`config.mk`:
```
export PLATFORM = sky130hd
export DESIGN_NAME = irq_accept_unit
export DESIGN_NICKNAME = d
export VERILOG_FILES = /design/src/rtl/irq_acc_pkg.sv /design/src/rtl/irq_line_detect.sv /design/src/rtl/irq_accept_arb.sv /design/src/rtl/irq_port_merge.sv /design/src/rtl/irq_accept_unit.sv
export SDC_FILE = /design/constraint.sdc
export NUM_CORES = 1
export LEC_CHECK = 0
export ABC_AREA = 1
export BUFFER_PORTS_ARGS = -buffer_cell sky130_fd_sc_hd__buf_2
export CORE_AREA = 2 2 39 41
export DETAILED_ROUTE_END_ITERATION = 8
export DIE_AREA = 0 0 41 43
export GPL_TIMING_DRIVEN = 0
export PLACE_DENSITY = 0.55
export RECOVER_POWER = 100
export SLEW_MARGIN = 20
export SYNTH_ARGS = -nofsm -noshare
export SYNTH_HDL_FRONTEND = slang
export SYNTH_SLANG_ARGS = --single-unit
```
`constraint.sdc`:
```
create_clock -name clk -period 0.97 [get_ports clk]
set_input_delay 0.097 -clock clk [delete_from_list [all_inputs] [get_ports clk]]
set_output_delay 0.097 -clock clk [all_outputs]
set_load 0.01 [all_outputs]
```
`src/rtl/irq_acc_pkg.sv`:
```
package irq_acc_pkg;

    typedef enum logic {
        EDGE_FALL = 1'b0,
        EDGE_RISE = 1'b1
    } edge_pol_e;

    // True when the sampled transition matches the selected direction.
    function automatic logic edge_match(input edge_pol_e pol,
                                        input logic      lvl_now,
                                        input logic      lvl_old);
        logic hit;
        if (pol == EDGE_RISE) hit = lvl_now & ~lvl_old;
        else                  hit = ~lvl_now & lvl_old;
        return hit;
    endfunction

endpackage

```
`src/rtl/irq_line_detect.sv`:
```
module irq_line_detect
    import irq_acc_pkg::*;
#(
    parameter int SYNC_STAGES = 2
) (
    input  logic clk,
    input  logic rst_n,
    input  logic pin_i,
    input  logic rise_sel_i,
    input  logic ack_i,
    output logic level_o,
    output logic pend_o
);

    typedef struct packed {
        logic [SYNC_STAGES-1:0] sync;
        logic                   prev;
        logic                   pend;
    } line_st_t;

    line_st_t  st_q, st_d;
    edge_pol_e pol;
    logic      lvl;
    logic      hit;

    assign pol = edge_pol_e'(rise_sel_i);
    assign lvl = st_q.sync[SYNC_STAGES-1];
    assign hit = edge_match(pol, lvl, st_q.prev);

    always_comb begin
        st_d      = st_q;
        st_d.sync = {st_q.sync[SYNC_STAGES-2:0], pin_i};
        st_d.prev = lvl;
        // a fresh edge overrides a simultaneous acknowledge
        if (hit)        st_d.pend = 1'b1;
        else if (ack_i) st_d.pend = 1'b0;
    end

    always_ff @(posedge clk or negedge rst_n) begin
        if (!rst_n) st_q <= '0;
        else        st_q <= st_d;
    end

    assign level_o = lvl;
    assign pend_o  = st_q.pend;

    assert_edge_sets_R1: assert property (@(posedge clk) disable iff (!rst_n)
        hit |=> pend_o);

    assert_ack_clears_R7: assert property (@(posedge clk) disable iff (!rst_n)
        (pend_o && ack_i && !hit) |=> !pend_o);

    assert_no_spurious_R2: assert property (@(posedge clk) disable iff (!rst_n)
        (!pend_o && !hit) |=> !pend_o);

endmodule

```
`src/rtl/irq_accept_arb.sv`:
```
module irq_accept_arb #(
    parameter int NUM_LINES = 2,
    parameter int LINE_W    = 1
) (
    input  logic                 clk,
    input  logic                 rst_n,
    input  logic [NUM_LINES-1:0] pend_i,
    input  logic                 en_i,
    input  logic                 done_i,
    input  logic                 priv_i,
    output logic                 take_o,
    output logic [LINE_W-1:0]    line_o
);

    logic boundary_ok;

    // acceptance only at a non-privileged completion
    assign boundary_ok = done_i & ~priv_i;
    assign take_o      = boundary_ok & en_i & (|pend_i);

    always_comb begin
        line_o = '0;
        for (int i = NUM_LINES - 1; i >= 0; i--) begin
            if (pend_i[i]) line_o = LINE_W'(i);
        end
    end

    assert_take_at_boundary_R5: assert property (@(posedge clk) disable iff (!rst_n)
        take_o |-> (done_i && !priv_i && en_i));

    assert_priv_defers_R6: assert property (@(posedge clk) disable iff (!rst_n)
        (done_i && priv_i) |-> !take_o);

    assert_enable_gates_R9: assert property (@(posedge clk) disable iff (!rst_n)
        !en_i |-> !take_o);

    assert_line_zero_first_R8: assert property (@(posedge clk) disable iff (!rst_n)
        (take_o && pend_i[0]) |-> (line_o == '0));

endmodule

```
`src/rtl/irq_port_merge.sv`:
```
module irq_port_merge #(
    parameter int NUM_LINES  = 2,
    parameter int PORT_W     = 8,
    parameter int IRQ_BIT_LO = 4
) (
    input  logic [NUM_LINES-1:0]        lvl_i,
    input  logic [PORT_W-NUM_LINES-1:0] data_i,
    output logic [PORT_W-1:0]           rd_o
);

    for (genvar b = 0; b < PORT_W; b++) begin : g_bit
        if (b >= IRQ_BIT_LO && b < IRQ_BIT_LO + NUM_LINES) begin : g_irq
            assign rd_o[b] = lvl_i[b-IRQ_BIT_LO];
        end else if (b < IRQ_BIT_LO) begin : g_low
            assign rd_o[b] = data_i[b];
        end else begin : g_high
            assign rd_o[b] = data_i[b-NUM_LINES];
        end
    end

endmodule

```
`src/rtl/irq_accept_unit.sv`:
```
module irq_accept_unit #(
    parameter int NUM_LINES   = 2,
    parameter int SYNC_STAGES = 2,
    parameter int PORT_W      = 8,
    parameter int IRQ_BIT_LO  = 4,
    localparam int LINE_W     = (NUM_LINES > 1) ? $clog2(NUM_LINES) : 1
) (
    input  logic                        clk,
    input  logic                        rst_n,
    input  logic [NUM_LINES-1:0]        irq_pin_i,
    input  logic [NUM_LINES-1:0]        edge_rise_i,
    input  logic                        irq_en_i,
    input  logic [PORT_W-NUM_LINES-1:0] port_data_i,
    output logic [PORT_W-1:0]           port_rd_o,
    input  logic                        instr_done_i,
    input  logic                        instr_priv_i,
    input  logic [NUM_LINES-1:0]        ack_i,
    output logic                        take_o,
    output logic [LINE_W-1:0]           take_line_o
);

    logic [NUM_LINES-1:0] lvl_vec;
    logic [NUM_LINES-1:0] pend_vec;

    for (genvar i = 0; i < NUM_LINES; i++) begin : g_line
        irq_line_detect #(
            .SYNC_STAGES(SYNC_STAGES)
        ) u_det (
            .clk       (clk),
            .rst_n     (rst_n),
            .pin_i     (irq_pin_i[i]),
            .rise_sel_i(edge_rise_i[i]),
            .ack_i     (ack_i[i]),
            .level_o   (lvl_vec[i]),
            .pend_o    (pend_vec[i])
        );
    end

    irq_accept_arb #(
        .NUM_LINES(NUM_LINES),
        .LINE_W   (LINE_W)
    ) u_arb (
        .clk   (clk),
        .rst_n (rst_n),
        .pend_i(pend_vec),
        .en_i  (irq_en_i),
        .done_i(instr_done_i),
        .priv_i(instr_priv_i),
        .take_o(take_o),
        .line_o(take_line_o)
    );

    irq_port_merge #(
        .NUM_LINES (NUM_LINES),
        .PORT_W    (PORT_W),
        .IRQ_BIT_LO(IRQ_BIT_LO)
    ) u_port (
        .lvl_i (lvl_vec),
        .data_i(port_data_i),
        .rd_o  (port_rd_o)
    );

    assert_offered_line_pending_R8: assert property (@(posedge clk) disable iff (!rst_n)
        take_o |-> pend_vec[take_line_o]);

    assert_port_tracks_level_R3: assert property (@(posedge clk) disable iff (!rst_n)
        port_rd_o[IRQ_BIT_LO +: NUM_LINES] == lvl_vec);

endmodule

```
==> impl_table.tex <==
\begin{tabular}{lr}
\hline
Metric & Value \\
\hline
\multicolumn{2}{l}{\textbf{STA}} \\
Total negative setup slack & -0.0583 ns \\
Final count of hold timing violations & 0 \\
Number of max-slew violations in the final report & 0 \\
Final clock skew & 0.00318 ns \\
Unrepaired setup endpoints after global routing & true \\
Final count of negative-setup-slack endpoints & 2 \\
Achievable frequency & 0.978 GHz \\
Worst-margin pin slew & 0.416 ns \\
Worst rel slew slack & 72.3\% \\
Clock period minus final worst setup slack & 1.02 ns \\
Post-route worst setup slack & -0.0527 ns \\
Final worst path period share & 105\% \\
\multicolumn{2}{l}{\textbf{Power}} \\
Post-route total power & 0.732 mW \\
Internal Dissipation & 0.565 mW \\
Clock network fraction of total power & 33.0\% \\
Leak pwr & 0.276 nW \\
Comb pwr share & 16.6\% \\
Part of the power in registers & 50.5\% \\
Power dissipated by switching net loads & 0.168 mW \\
Switching fraction of total power & 22.9\% \\
IR Drop Worst-Case VDD & 1.01 mV \\
Areal power density over the cells & 1430 nW/µm² \\
\multicolumn{2}{l}{\textbf{Clock network}} \\
Clock tree from TritonCTS & done \\
Number of clock sinks & 8 \\
Clock transition time at the flip-flop clock pins of the worst setup and hold paths & 0.05 ns \\
Number of H-tree levels & 1 \\
Bufs on Longest Clock Path & 2 \\
Cts bufs inserted & 3 \\
Clock latency on the worst-skew pair & 0.24 ns \\
Clock tree root driver cell & clkbuf\_4 \\
\multicolumn{2}{l}{\textbf{Synthesis}} \\
Commonest cells in the synthesized netlist & buf\_4 (8), dfrtp\_1 (8), inv\_1 (7), nand3\_1 (5), nand2\_1 (4) \\
Synthesis-stage register bit count & 8 \\
Primary FF master, synth & dfrtp\_1 \\
Top post-synthesis cells by area & dfrtp\_1 (58\%), buf\_4 (17\%), inv\_1 (7.6\%), nand3\_1 (7.2\%), nand2\_1 (4.3\%) \\
Number of cells produced by synthesis & 36 \\
Mapped cell area & 348 µm² \\
Share of flip-flops with an asynchronous set or reset after synthesis & 100\% \\
Mean post-synth cell area & 9.66 µm² \\
Share of the synthesized area in the top cell type & 57.6\% \\
Number of enable flip-flop cells after synthesis & 0 \\
Number of nets produced by synthesis & 53 \\
Sequential-to-total area share from yosys stat & 57.6\% \\
Netlist cell types & 7 \\
Leading area contributor after synthesis & dfrtp\_1 \\
Yosys synthesis warning count & 0 \\
\multicolumn{2}{l}{\textbf{Layout}} \\
Number of nets in the final layout & 82 \\
Final design instance area without fill & 512 µm² \\
Non-filler cells, final & 79 \\
Fin util & 37.0\% \\
Area delta synth->final & 47.1\% \\
Fillers & 150 \\
Number of diodes added for antenna fixing & 0 \\
Layout cell share with drive strength beyond 1 & 36.5\% \\
\multicolumn{2}{l}{\textbf{Drt}} \\
Router iterations before antenna repair & 1 \\
Post-detailed-route DRC marker count & 0 \\
WL final & 625 µm \\
Iteration-0 DRC count of the detailed router & 0 \\
Via density per instance & 3.72 \\
Detail Route Antenna Nets & 0 \\
Total number of vias & 294 \\
Average wire per standard cell & 7.91 µm \\
\multicolumn{2}{l}{\textbf{Critical path}} \\
Worst path bufs/invs & 1 \\
Kind of launch point of the worst setup path & register \\
Crit Path Category & register to primary output \\
Cells traversed along the worst timing path & nor2\_2 > nor3\_2 > buf\_2 \\
Family with the most delay on the worst path & flip-flops \\
Largest fanout on the critical path & 3 \\
Slowest stage cell on the critical path & dfrtp\_1 \\
Crit path required time & 0.87 ns \\
Data arrival at the endpoint of the critical path & 0.93 ns \\
Critical Path Max Stage Delay & 0.39 ns \\
Critical Path Sink Type & primary output \\
\multicolumn{2}{l}{\textbf{Floorplanning}} \\
Core area & 1380 µm² \\
Number of core rows & 14 \\
Full die area & 1760 µm² \\
Top-level port count & 27 \\
Die Height & 43 µm \\
Horizontal extent of the die & 41 µm \\
Effective utilization at floorplan & 25.1\% \\
\multicolumn{2}{l}{\textbf{Global routing}} \\
First-pass GRT wire length & 724 µm \\
Maximum number of pins on one net before global-route repair & 9 \\
Initial antenna violation count & 0 \\
Number of global-route vias before repair & 214 \\
Global router's overall resource usage & 6.41\% \\
Remaining global-route overflow & 0 \\
\multicolumn{2}{l}{\textbf{Run}} \\
Max Cap Viol & 0 \\
\multicolumn{2}{l}{\textbf{Worst hold path}} \\
Class of the tightest hold or removal check & input pin to register \\
\multicolumn{2}{l}{\textbf{Placement}} \\
Buffers added on ports & 20 \\
Post-placement cell area & 468 µm² \\
Number of placed cells counting well taps & 72 \\
Placer congestion estimate & 0.537 \\
Post-DP HPWL & 490 µm \\
\multicolumn{2}{l}{\textbf{Run status}} \\
Failing checks & negative setup slack \\
Outcome & complete, but fails checks \\
\hline
\end{tabular}
-- cells by family (layout without fill, tap and decap cells) --
family	count (synthesis)	in the layout	share of synthesized area [%]
AND/OR/NAND/NOR	13	13	17.6
buffers and inverters	15	42	24.8
flip-flops	8	8	57.6
-- power groups by stage --
stage	Clock, mW	Sequential (mW)	Combinational [mW]
3_3_place_gp	0	0.375	0.110
2_1_floorplan	0	0.373	0.0621
6_report	0.241	0.370	0.121
4_1_cts	0.257	0.369	0.137
5_1_grt	0.280	0.372	0.136
3_5_place_dp	0	0.377	0.113
-- tightest hold or removal path: stages --
cell,delay (ns)
buf_2,0.07
inv_1,0.03
nand2_1,0.05
nand3_1,0.07
-- what timing repair did --
item,in CTS,in global routing
pin swaps,2,1
hold endpoints to repair,10,0
resized for setup,2,1
endpoints found under the setup margin,4,2
hold buffers,3,0
buffers inserted,3,0
-- metal layers --
metal | wire length [µm] | part of all wire [%] | vias to the layer above | track usage [%]
met5 | 0 | 0 | - | 0
met4 | 0 | 0 | 0 | 0
li1 | - | - | 156 | -
met3 | 74 | 12 | 0 | 6.28
met2 | 311 | 50 | 16 | 11.6
met1 | 239 | 38 | 122 | 4.70
-- per-stage QoR --
step,worst slack [ns],hold slack [ns]
after global routing,-0.106,0.124
after global placement,0.199,-0.0564
final,-0.0527,0.115
after CTS,-0.0833,0.114
after floorplan,0.315,-0.199
after detailed placement,0.183,-0.0542
-- cell usage in the layout, fill, tap and decap left out, drive strengths merged --
cell type    netlist  final
buf                8     18
clkbuf             0     14
dfrtp              8      8
inv                7      7
nand3              5      5
nand2              4      4
dlygate4sd3        0      3
nor2               3      3
nor3               1      1
-- cell type report --
type | count | area [µm²] | area share (%)
plain buffers | 6 | 45.0 | 8.80
repair buffers | 26 | 134 | 26.2
inverters | 7 | 26.3 | 5.13
flip-flops and latches | 8 | 200 | 39.1
clock buffers | 3 | 22.5 | 4.40
well taps | 16 | 20.0 | 3.91
multi-input cells | 13 | 63.8 | 12.5
-- state kept, by name (all words and copies together), names as in the netlist --
| register | count |
|---|---|
| g_line.u_det.level_o | 2 |
| g_line.u_det.pend_o | 2 |
| g_line.u_det.st_d | 2 |
| g_line.u_det.st_q | 2 |
-- final timing paths --
| check | startpoint | endpoint | slack, ns | cells past startpoint |
|---|---|---|---|---|
| max in group asynchronous | rst_n | g_line[1].u_det.st_d[3] | 0.38 | 2 |
| worst max register to register | g_line[1].u_det.pend_o | g_line[1].u_det.pend_o | 0.20 | 3 |
| worst max-delay path | g_line[0].u_det.pend_o | take_o | -0.05 | 3 |
| min in group asynchronous | rst_n | g_line[0].u_det.st_q[1] | 0.29 | 2 |
| worst min-delay path | ack_i[0] | g_line[0].u_det.pend_o | 0.12 | 4 |
| worst min register to register | g_line[1].u_det.st_d[3] | g_line[1].u_det.level_o | 0.35 | 0 |
No activity file was read; power rests on OpenSTA's default activity.
